### src/rtl/spad_part_ctrl.sv
module spad_part_ctrl #(
  parameter int NUM_ID    = 4,
  parameter int MEM_WORDS = 256,
  parameter int AW        = 8,
  parameter int DW        = 16,
  parameter int DEPTH     = 4,
  localparam int IDW = (NUM_ID > 1) ? $clog2(NUM_ID) : 1,
  localparam int PAW = $clog2(MEM_WORDS),
  localparam int SW  = PAW + 1
) (
  input  logic           clk,
  input  logic           rst_n,
  input  logic           alloc_valid,
  output logic           alloc_ready,
  input  logic [IDW-1:0] alloc_id,
  input  logic [SW-1:0]  alloc_size,
  output logic           alloc_done,
  output logic           alloc_err,
  input  logic           req_valid,
  output logic           req_ready,
  input  logic           req_we,
  input  logic [IDW-1:0] req_id,
  input  logic [AW-1:0]  req_addr,
  input  logic [DW-1:0]  req_wdata,
  output logic           rsp_valid,
  input  logic           rsp_ready,
  output logic [IDW-1:0] rsp_id,
  output logic           rsp_err,
  output logic [DW-1:0]  rsp_data,
  output logic           mem_valid,
  input  logic           mem_ready,
  output logic           mem_we,
  output logic [PAW-1:0] mem_addr,
  output logic [DW-1:0]  mem_wdata,
  input  logic           mem_rvalid,
  input  logic [DW-1:0]  mem_rdata
);
  localparam int PW = (DEPTH > 1) ? $clog2(DEPTH) : 1;
  localparam int CW = (AW > SW) ? AW : SW;
  localparam logic [SW:0] CAP = (SW+1)'(MEM_WORDS);

  logic [PAW-1:0] base [NUM_ID];
  logic [SW-1:0]  rsize [NUM_ID];
  logic [NUM_ID-1:0] granted, seen;
  logic [SW-1:0]  next_free;
  logic [SW:0]    end_pos;

  assign alloc_done  = &seen;
  assign alloc_ready = !alloc_done;
  assign end_pos     = {1'b0, next_free} + {1'b0, alloc_size};

  always_ff @(posedge clk) begin
    if (!rst_n) begin
      granted   <= '0;
      seen      <= '0;
      next_free <= '0;
      alloc_err <= 1'b0;
      for (int i = 0; i < NUM_ID; i++) begin
        base[i]  <= '0;
        rsize[i] <= '0;
      end
    end else if (alloc_valid && !alloc_done && (int'(alloc_id) < NUM_ID) && !seen[alloc_id]) begin
      seen[alloc_id] <= 1'b1;
      if (end_pos > CAP) begin
        alloc_err <= 1'b1;
      end else begin
        granted[alloc_id] <= 1'b1;
        base[alloc_id]    <= next_free[PAW-1:0];
        rsize[alloc_id]   <= alloc_size;
        next_free         <= end_pos[SW-1:0];
      end
    end
  end

  logic [IDW-1:0] q_id   [DEPTH];
  logic [DW-1:0]  q_data [DEPTH];
  logic [DEPTH-1:0] q_err, q_pend;
  logic [PW-1:0]  wp, rp, fsel;
  logic [PW:0]    cnt;
  logic hit, need_slot, full, push, pop;

  assign hit       = (int'(req_id) < NUM_ID) && granted[req_id] &&
                     (CW'(req_addr) < CW'(rsize[req_id]));
  assign need_slot = !req_we || !hit;
  assign full      = (cnt == (PW+1)'(DEPTH));
  assign req_ready = alloc_done && !(need_slot && full) && !(hit && !mem_ready);
  assign mem_valid = req_valid && alloc_done && hit && (req_we || !full);
  assign mem_we    = req_we;
  assign mem_addr  = base[req_id] + PAW'(req_addr);
  assign mem_wdata = req_wdata;

  assign push      = req_valid && req_ready && need_slot;
  assign rsp_valid = (cnt != '0) && !q_pend[rp];
  assign pop       = rsp_valid && rsp_ready;
  assign rsp_id    = q_id[rp];
  assign rsp_err   = q_err[rp];
  assign rsp_data  = q_data[rp];

  always_comb begin
    fsel = rp;
    for (int k = DEPTH-1; k >= 0; k--)
      if ((PW+1)'(k) < cnt && q_pend[rp + PW'(k)]) fsel = rp + PW'(k);
  end

  always_ff @(posedge clk) begin
    if (!rst_n) begin
      wp <= '0;
      rp <= '0;
      cnt <= '0;
      q_err <= '0;
      q_pend <= '0;
      for (int i = 0; i < DEPTH; i++) begin
        q_id[i]   <= '0;
        q_data[i] <= '0;
      end
    end else begin
      if (mem_rvalid) begin
        q_data[fsel] <= mem_rdata;
        q_pend[fsel] <= 1'b0;
      end
      if (push) begin
        q_id[wp]   <= req_id;
        q_err[wp]  <= !hit;
        q_pend[wp] <= hit;
        q_data[wp] <= '0;
        wp <= wp + 1'b1;
      end
      if (pop) rp <= rp + 1'b1;
      cnt <= cnt + (PW+1)'(push) - (PW+1)'(pop);
    end
  end
endmodule

### config.mk
export PLATFORM = sky130hd
export DESIGN_NAME = spad_part_ctrl
export DESIGN_NICKNAME = d
export VERILOG_FILES = /design/src/rtl/spad_part_ctrl.sv
export SDC_FILE = /design/constraint.sdc
export NUM_CORES = 1
export LEC_CHECK = 0
export ABC_AREA = 0
export BUFFER_PORTS_ARGS = -buffer_cell sky130_fd_sc_hd__buf_2
export CAP_MARGIN = 10
export CELL_PAD_IN_SITES_DETAIL_PLACEMENT = 1
export CELL_PAD_IN_SITES_GLOBAL_PLACEMENT = 1
export CORE_MARGIN = 4
export CORE_UTILIZATION = 50
export DETAILED_ROUTE_END_ITERATION = 8
export GPL_TIMING_DRIVEN = 0
export PLACE_DENSITY_LB_ADDON = 0.1
export SYNTH_ARGS = -nofsm -noshare
export SYNTH_HDL_FRONTEND = slang
export SYNTH_SLANG_ARGS = --single-unit
export TNS_END_PERCENT = 30
### constraint.sdc
create_clock -name clk -period 8.3 [get_ports clk]
set_clock_uncertainty 0.05 [all_clocks]
set_input_delay 0.83 -clock clk [delete_from_list [all_inputs] [get_ports clk]]
set_output_delay 0.83 -clock clk [all_outputs]
set_load 0.03 [all_outputs]
# Word-level counts from Yosys, hierarchy flattened
# Memory sizes are Yosys's and may differ from the RTL's. A register that Yosys moved wholly into a read port is not among the register bits.
# Cells that the tools add are included.
[totals] ff_bits=33 ram_bits=140 memories=4
[memory_table] name="q_data" depth=4 width=16 rd=1 rd_clocked_by_memory_dff=1 write_ports=4 line_no="76" rtl="logic [DW-1:0] q_data [DEPTH];"
[memory_table] name="rsize" depth=4 width=9 rd=1 rd_clocked_by_memory_dff=0 write_ports=4 line_no="43" rtl="logic [SW-1:0] rsize [NUM_ID];"
[memory_table] name="base" depth=4 width=8 rd=1 rd_clocked_by_memory_dff=0 write_ports=4 line_no="42" rtl="logic [PAW-1:0] base [NUM_ID];"
[memory_table] name="q_id" depth=4 width=2 rd=1 rd_clocked_by_memory_dff=1 write_ports=4 line_no="75" rtl="logic [IDW-1:0] q_id [DEPTH];"
[op_classes] add_sub_neg=8 magnitude_cmp=17 n_eq_ne=1 mux=59 n_bitwise=5 reduce_logical=41
[op_table] cell="$mux 16" n=2
[op_table] cell="$reduce_or 16->1" n=2
[op_table] cell="$mux 2" n=14
[op_table] cell="$mux 1" n=26
[op_table] cell="$lt 2x3->1 const B" n=8
[op_table] cell="$logic_and 1x1->1" n=21
[op_table] cell="$bmux 1 s2" n=7
[op_table] cell="$mux 4" n=3
[op_table] cell="$add 9x9->10" n=1
[op_table] cell="$gt 10x9->1 const B" n=1
[op_table] cell="$logic_not 1->1" n=9
[op_table] cell="$lt 8x9->1" n=1
[op_table] cell="$mux 9" n=1
[op_table] cell="$reduce_or 9->1" n=1
[op_table] cell="$add 8x8->8" n=1
[op_table] cell="$bwmux 4" n=2
[op_table] cell="$mux 8" n=1
[op_table] cell="$or 4x4->4" n=2
[op_table] cell="$reduce_or 8->1" n=1
[op_table] cell="$demux 1 s2" n=3
[op_table] cell="$ge 2x1->1 const B" n=3
[op_table] cell="$lt 1x3->1 const A" n=2
[op_table] cell="$lt 2x3->1 const A" n=2
[op_table] cell="$add 2x1->2 const B" n=2
[op_table] cell="12 further kinds" n=15

# Longest topological paths before layout
[depth] depth_word=18 depth_mapped=16

# Worst setup path before layout
# No wires, ideal clock.
[synth_timing] path_kind="input port to output port" from="in req_id[0]" to="out req_ready" t_arrival_ps=4206 required_time_ps=7420 setup_slack_ps=3214 stages=11 path_cell_list="buf_2 > buf_1 > mux4_2 > inv_1 > ha_1 > o211ai_1 > a21oi_1 > a21o_1 > a211oi_1 > nand2_1 > a221oi_1"
[synth_between] elab_chain_len=9 elab_cells_between_ends=13 cone_classes="order compare: 1; mux: 2; reduce/logical: 9; memory: 1"
[synth_lines] item="start, declared" line_no="22" rtl="input logic [IDW-1:0] req_id,"
[synth_lines] item="$mem_v2 4x9 or $bmux 1 s2 (tied branches)"
[synth_lines] item="$lt 8x9->1 or $mux 1 (tied branches)" line_no="83, 82"
[synth_lines] item="$logic_and 1x1->1 *" line_no="82" rtl="assign hit = (int'(req_id) < NUM_ID) && granted[req_id] &&"
[synth_lines] item="$logic_not 1->1" line_no="84" rtl="assign need_slot = !req_we || !hit;"
[synth_lines] item="$logic_or 1x1->1" line_no="84"
[synth_lines] item="$logic_and 1x1->1" line_no="86" rtl="assign req_ready = alloc_done && !(need_slot && full) && !(hit && !mem_ready);"
[synth_lines] item="$logic_not 1->1" line_no="86"
[synth_lines] item="$logic_and 1x1->1" line_no="86"
[synth_lines] item="$logic_and 1x1->1 *" line_no="86"
[synth_lines] item="end, declared" line_no="20" rtl="output logic req_ready,"
# Every way passes the cells marked *; elsewhere a longest branch is shown, timed or not. The select of a mux whose other input is x is not followed.

# Worst setup path in the final report
# Ends and elaborated chain as after synthesis.

==> flow_metrics.py <==
metrics = {
    "run_status": {
        "status": "complete, no violations",
    },
    "synthesis": {
        "seq_area_frac_synth_pct": 47.8,
        "yosysWarnings": 0,
        "yosysUniqueCellTypes": 60,
        "syn_area_sq_um": 8930,
        "async_flop_share_pct": 0,
        "syn_area_per_cell_sq_um": 10.7,
        "ys.flop_type": "dfxtp_1",
        "syn_inst": 835,
        "synth-seq-cells": 175,
        "synth_nets": 929,
        "synth_edf_count": 76,
    },
    "clocking": {
        "clock_path_buffers": 2,
        "htree_levels": 4,
        "clk_pin_slew_worst_paths_ps": 60,
        "numClockSinks": 175,
        "cts_post_setup_buffers_inserted": 0,
        "clock_latency_ps": 440,
        "tritoncts": "yes",
        "cts_made_buffers": 17,
        "postCtsHoldBufs": 0,
        "cts_resized": 0,
        "cts-root-buf": "clkbuf_16",
    },
    "sta": {
        "rsz0062_at_grt": "no",
        "finalCritPeriodShare_pct": 69.6,
        "worst_pin_slew_ps": 1080,
        "fmax_mhz": 173,
        "fin_ws_ps": 2530,
        "finalHoldViolations": 0,
        "setup_viol": 0,
        "slew-limit-headroom_pct": 27.5,
        "setup_tns_ps": 0,
        "post-route-min-period_ps": 5770,
        "fin_hold_ws_ps": 421,
        "slew_violations": 0,
    },
    "layout": {
        "final_cell_mix": "174 x nor2_1, 109 x buf_2, 99 x dfxtp_1",
        "nets": 1043,
        "syn2layout_area_growth_pct": 15.6,
        "antenna_cells": 0,
        "final_area_sq_um": 10300,
        "drive_gt1_share_pct": 22.2,
        "fin_util_pct": 59.2,
        "final_common_cell": "nor2_1",
    },
    "power_and_ir_drop": {
        "p_leak_nw": 4.23,
        "power.share.sequential_pct": 40.4,
        "p_per_area_nw_per_um2": 239,
        "internal_power_w": 0.00168,
        "p_sw_w": 0.000785,
        "peakVddDrop_mv": 0.175,
        "combPwrFrac_pct": 26.0,
        "clockPowerShare_pct": 33.7,
        "switching_share_pct": 31.9,
    },
    "min_path": {
        "hp-class": "reg2reg",
        "hold_depth": 1,
        "whs_endpoint": "alloc_err",
        "holdCritStartpoint": "alloc_err",
    },
    "critical_path": {
        "rr_worst_depth": 11,
        "critPathKind": "in2out",
        "cp_slowest_stage_delay_ps": 880,
        "critPathLaunchType": "input port",
        "critical_path_required_ps": 7420,
        "path_common_cell": "buf_2",
        "cp_cell_sequence": "buf_2, buf_2, buf_1, mux4_2, inv_1, ha_1, o211ai_1, a21oi_1, a21o_1, a211oi_1, nand2_1, a221oi_1, buf_2",
        "r2r_slack_ps": 4070,
        "end_kind": "output pin",
        "arrival_ps": 4890,
        "reg2reg_to": "rsize[2][1]",
        "crit_slowest_cell": "a211oi_1",
        "r2r_start": "next_free[6]",
        "cp_max_fo": 10,
    },
    "detailed_routing": {
        "drt_first_pass_iters": 5,
        "drt-initial-drc-count": 550,
        "drc_errors": 0,
        "wire_per_inst_um": 21.9,
        "via_per_inst": 5.95,
        "ant_nets": 0,
        "vias": 7060,
        "routed_wl_um": 26000,
    },
    "global_routing": {
        "grt_pass1_vias": 7606,
        "grtUsageTotal_pct": 26.7,
        "grt_max_degree": 18,
        "antenna_found_initial": 0,
        "grt_overflow": 0,
        "grt_pass1_wl_um": 41200,
    },
    "floorplan": {
        "start_util_pct": 51.3,
        "die_h_um": 142,
        "rows": 48,
        "fp.dieW_um": 142,
        "die-area_sq_um": 20100,
        "io_pins": 111,
        "coreArea_sq_um": 17400,
    },
    "placed_design": {
        "dpl_cell_area_sq_um": 9700,
        "place.gp.congestion": 0.836,
        "hpwl_um": 18800,
        "io_buffers": 94,
        "pre_cts_slack_ps": 2530,
    },
    "run": {
        "drv_cap": 0,
    },
}
how the worst max path moves through the flow:
stage	from	to	slack (ps)	cells past startpoint
5_1_grt	req_id[0]	req_ready	2100	13
4_1_cts	req_id[0]	req_ready	2440	13
6_report	req_id[0]	req_ready	2530	13
3_3_place_gp	alloc_size[6]	base[3][2]	2430	10
2_1_floorplan	req_id[0]	req_ready	3210	11
3_5_place_dp	req_id[0]	req_ready	2530	13
cell type report:
| type | count | area [sq um] |
|---|---|---|
| inverters | 35 | 131 |
| repair buffers | 95 | 485 |
| well taps | 225 | 282 |
| flip-flops and latches | 175 | 4260 |
| clock buffers | 20 | 500 |
| fillers | 1913 | 7100 |
| plain buffers | 57 | 319 |
| clock inverters | 12 | 118 |
| multi-input cells | 568 | 4220 |
metrics by stage:
step	cells	power [W]
after floorplan	835	0.00147
after CTS	1187	0.00247
after detailed placement	1155	0.00165
final	1187	0.00246
after global routing	1187	0.00257
after global placement	1154	0.00162
routing by layer:
layer  vias to the layer above  wire, um  global-route usage (%)
met5                         -         0                       0
met4                         0       427                    7.83
met2                       228     13300                    46.8
met3                        37      1450                    4.55
met1                      3599     10800                    33.9
li1                       3196         -                       -
power by group through the flow:
stage / Combinational, W / Sequential (W) / Clock [W]
3_3_place_gp: 0.000611 / 0.00100 / 0
5_1_grt: 0.000696 / 0.00100 / 0.000877
4_1_cts: 0.000644 / 0.000994 / 0.000833
3_5_place_dp: 0.000638 / 0.00101 / 0
6_report: 0.000639 / 0.000994 / 0.000829
2_1_floorplan: 0.000470 / 0.000999 / 0
synthesized netlist by cell type (18+ instances only):
master / count / share of area (%)
nor2_1: 174 / 7.3
dfxtp_1: 99 / 22
edfxtp_1: 76 / 26
mux2i_1: 67 / 7.5
nand2_1: 64 / 2.7
mux4_2: 40 / 10
inv_1: 35 / 1.5
ha_1: 30 / 4.2
and2_1: 19 / 1.3
buf_4: 19 / 1.6
clkbuf_1: 19 / 0.80
a21oi_1: 18 / 1.0
sequential cells by signal, summed over array words and instances, names as in the netlist, named ones only:
register   flops
rsize         36
seen           4
q_data        64
q_id           8
granted        4
rp             2
alloc_err      1
next_free      9
base          32
wp             2
q_pend         4
q_err          4
cnt            3
critical path: cells and delay by family:
family                   cells  cell delay, ps
adder cells (fa/ha/maj)      1             220
multiplexers                 1             640
AO/OA/AOI/OAI                5            1640
AND/OR/NAND/NOR              1             120
buffers and inverters        5            1430
cell families (layout without fill, tap and decap cells):
logic type / after synthesis / after routing / share of synthesized area (%)
multiplexers: 108 / 108 / 17.9
AND/OR/NAND/NOR: 323 / 323 / 15.9
XOR/XNOR: 17 / 17 / 1.67
flip-flops: 175 / 175 / 47.8
buffers and inverters: 92 / 219 / 5.04
AO/OA/AOI/OAI: 87 / 87 / 6.89
adder cells (fa/ha/maj): 33 / 33 / 4.88
No activity file was read; power rests on OpenSTA's default activity.
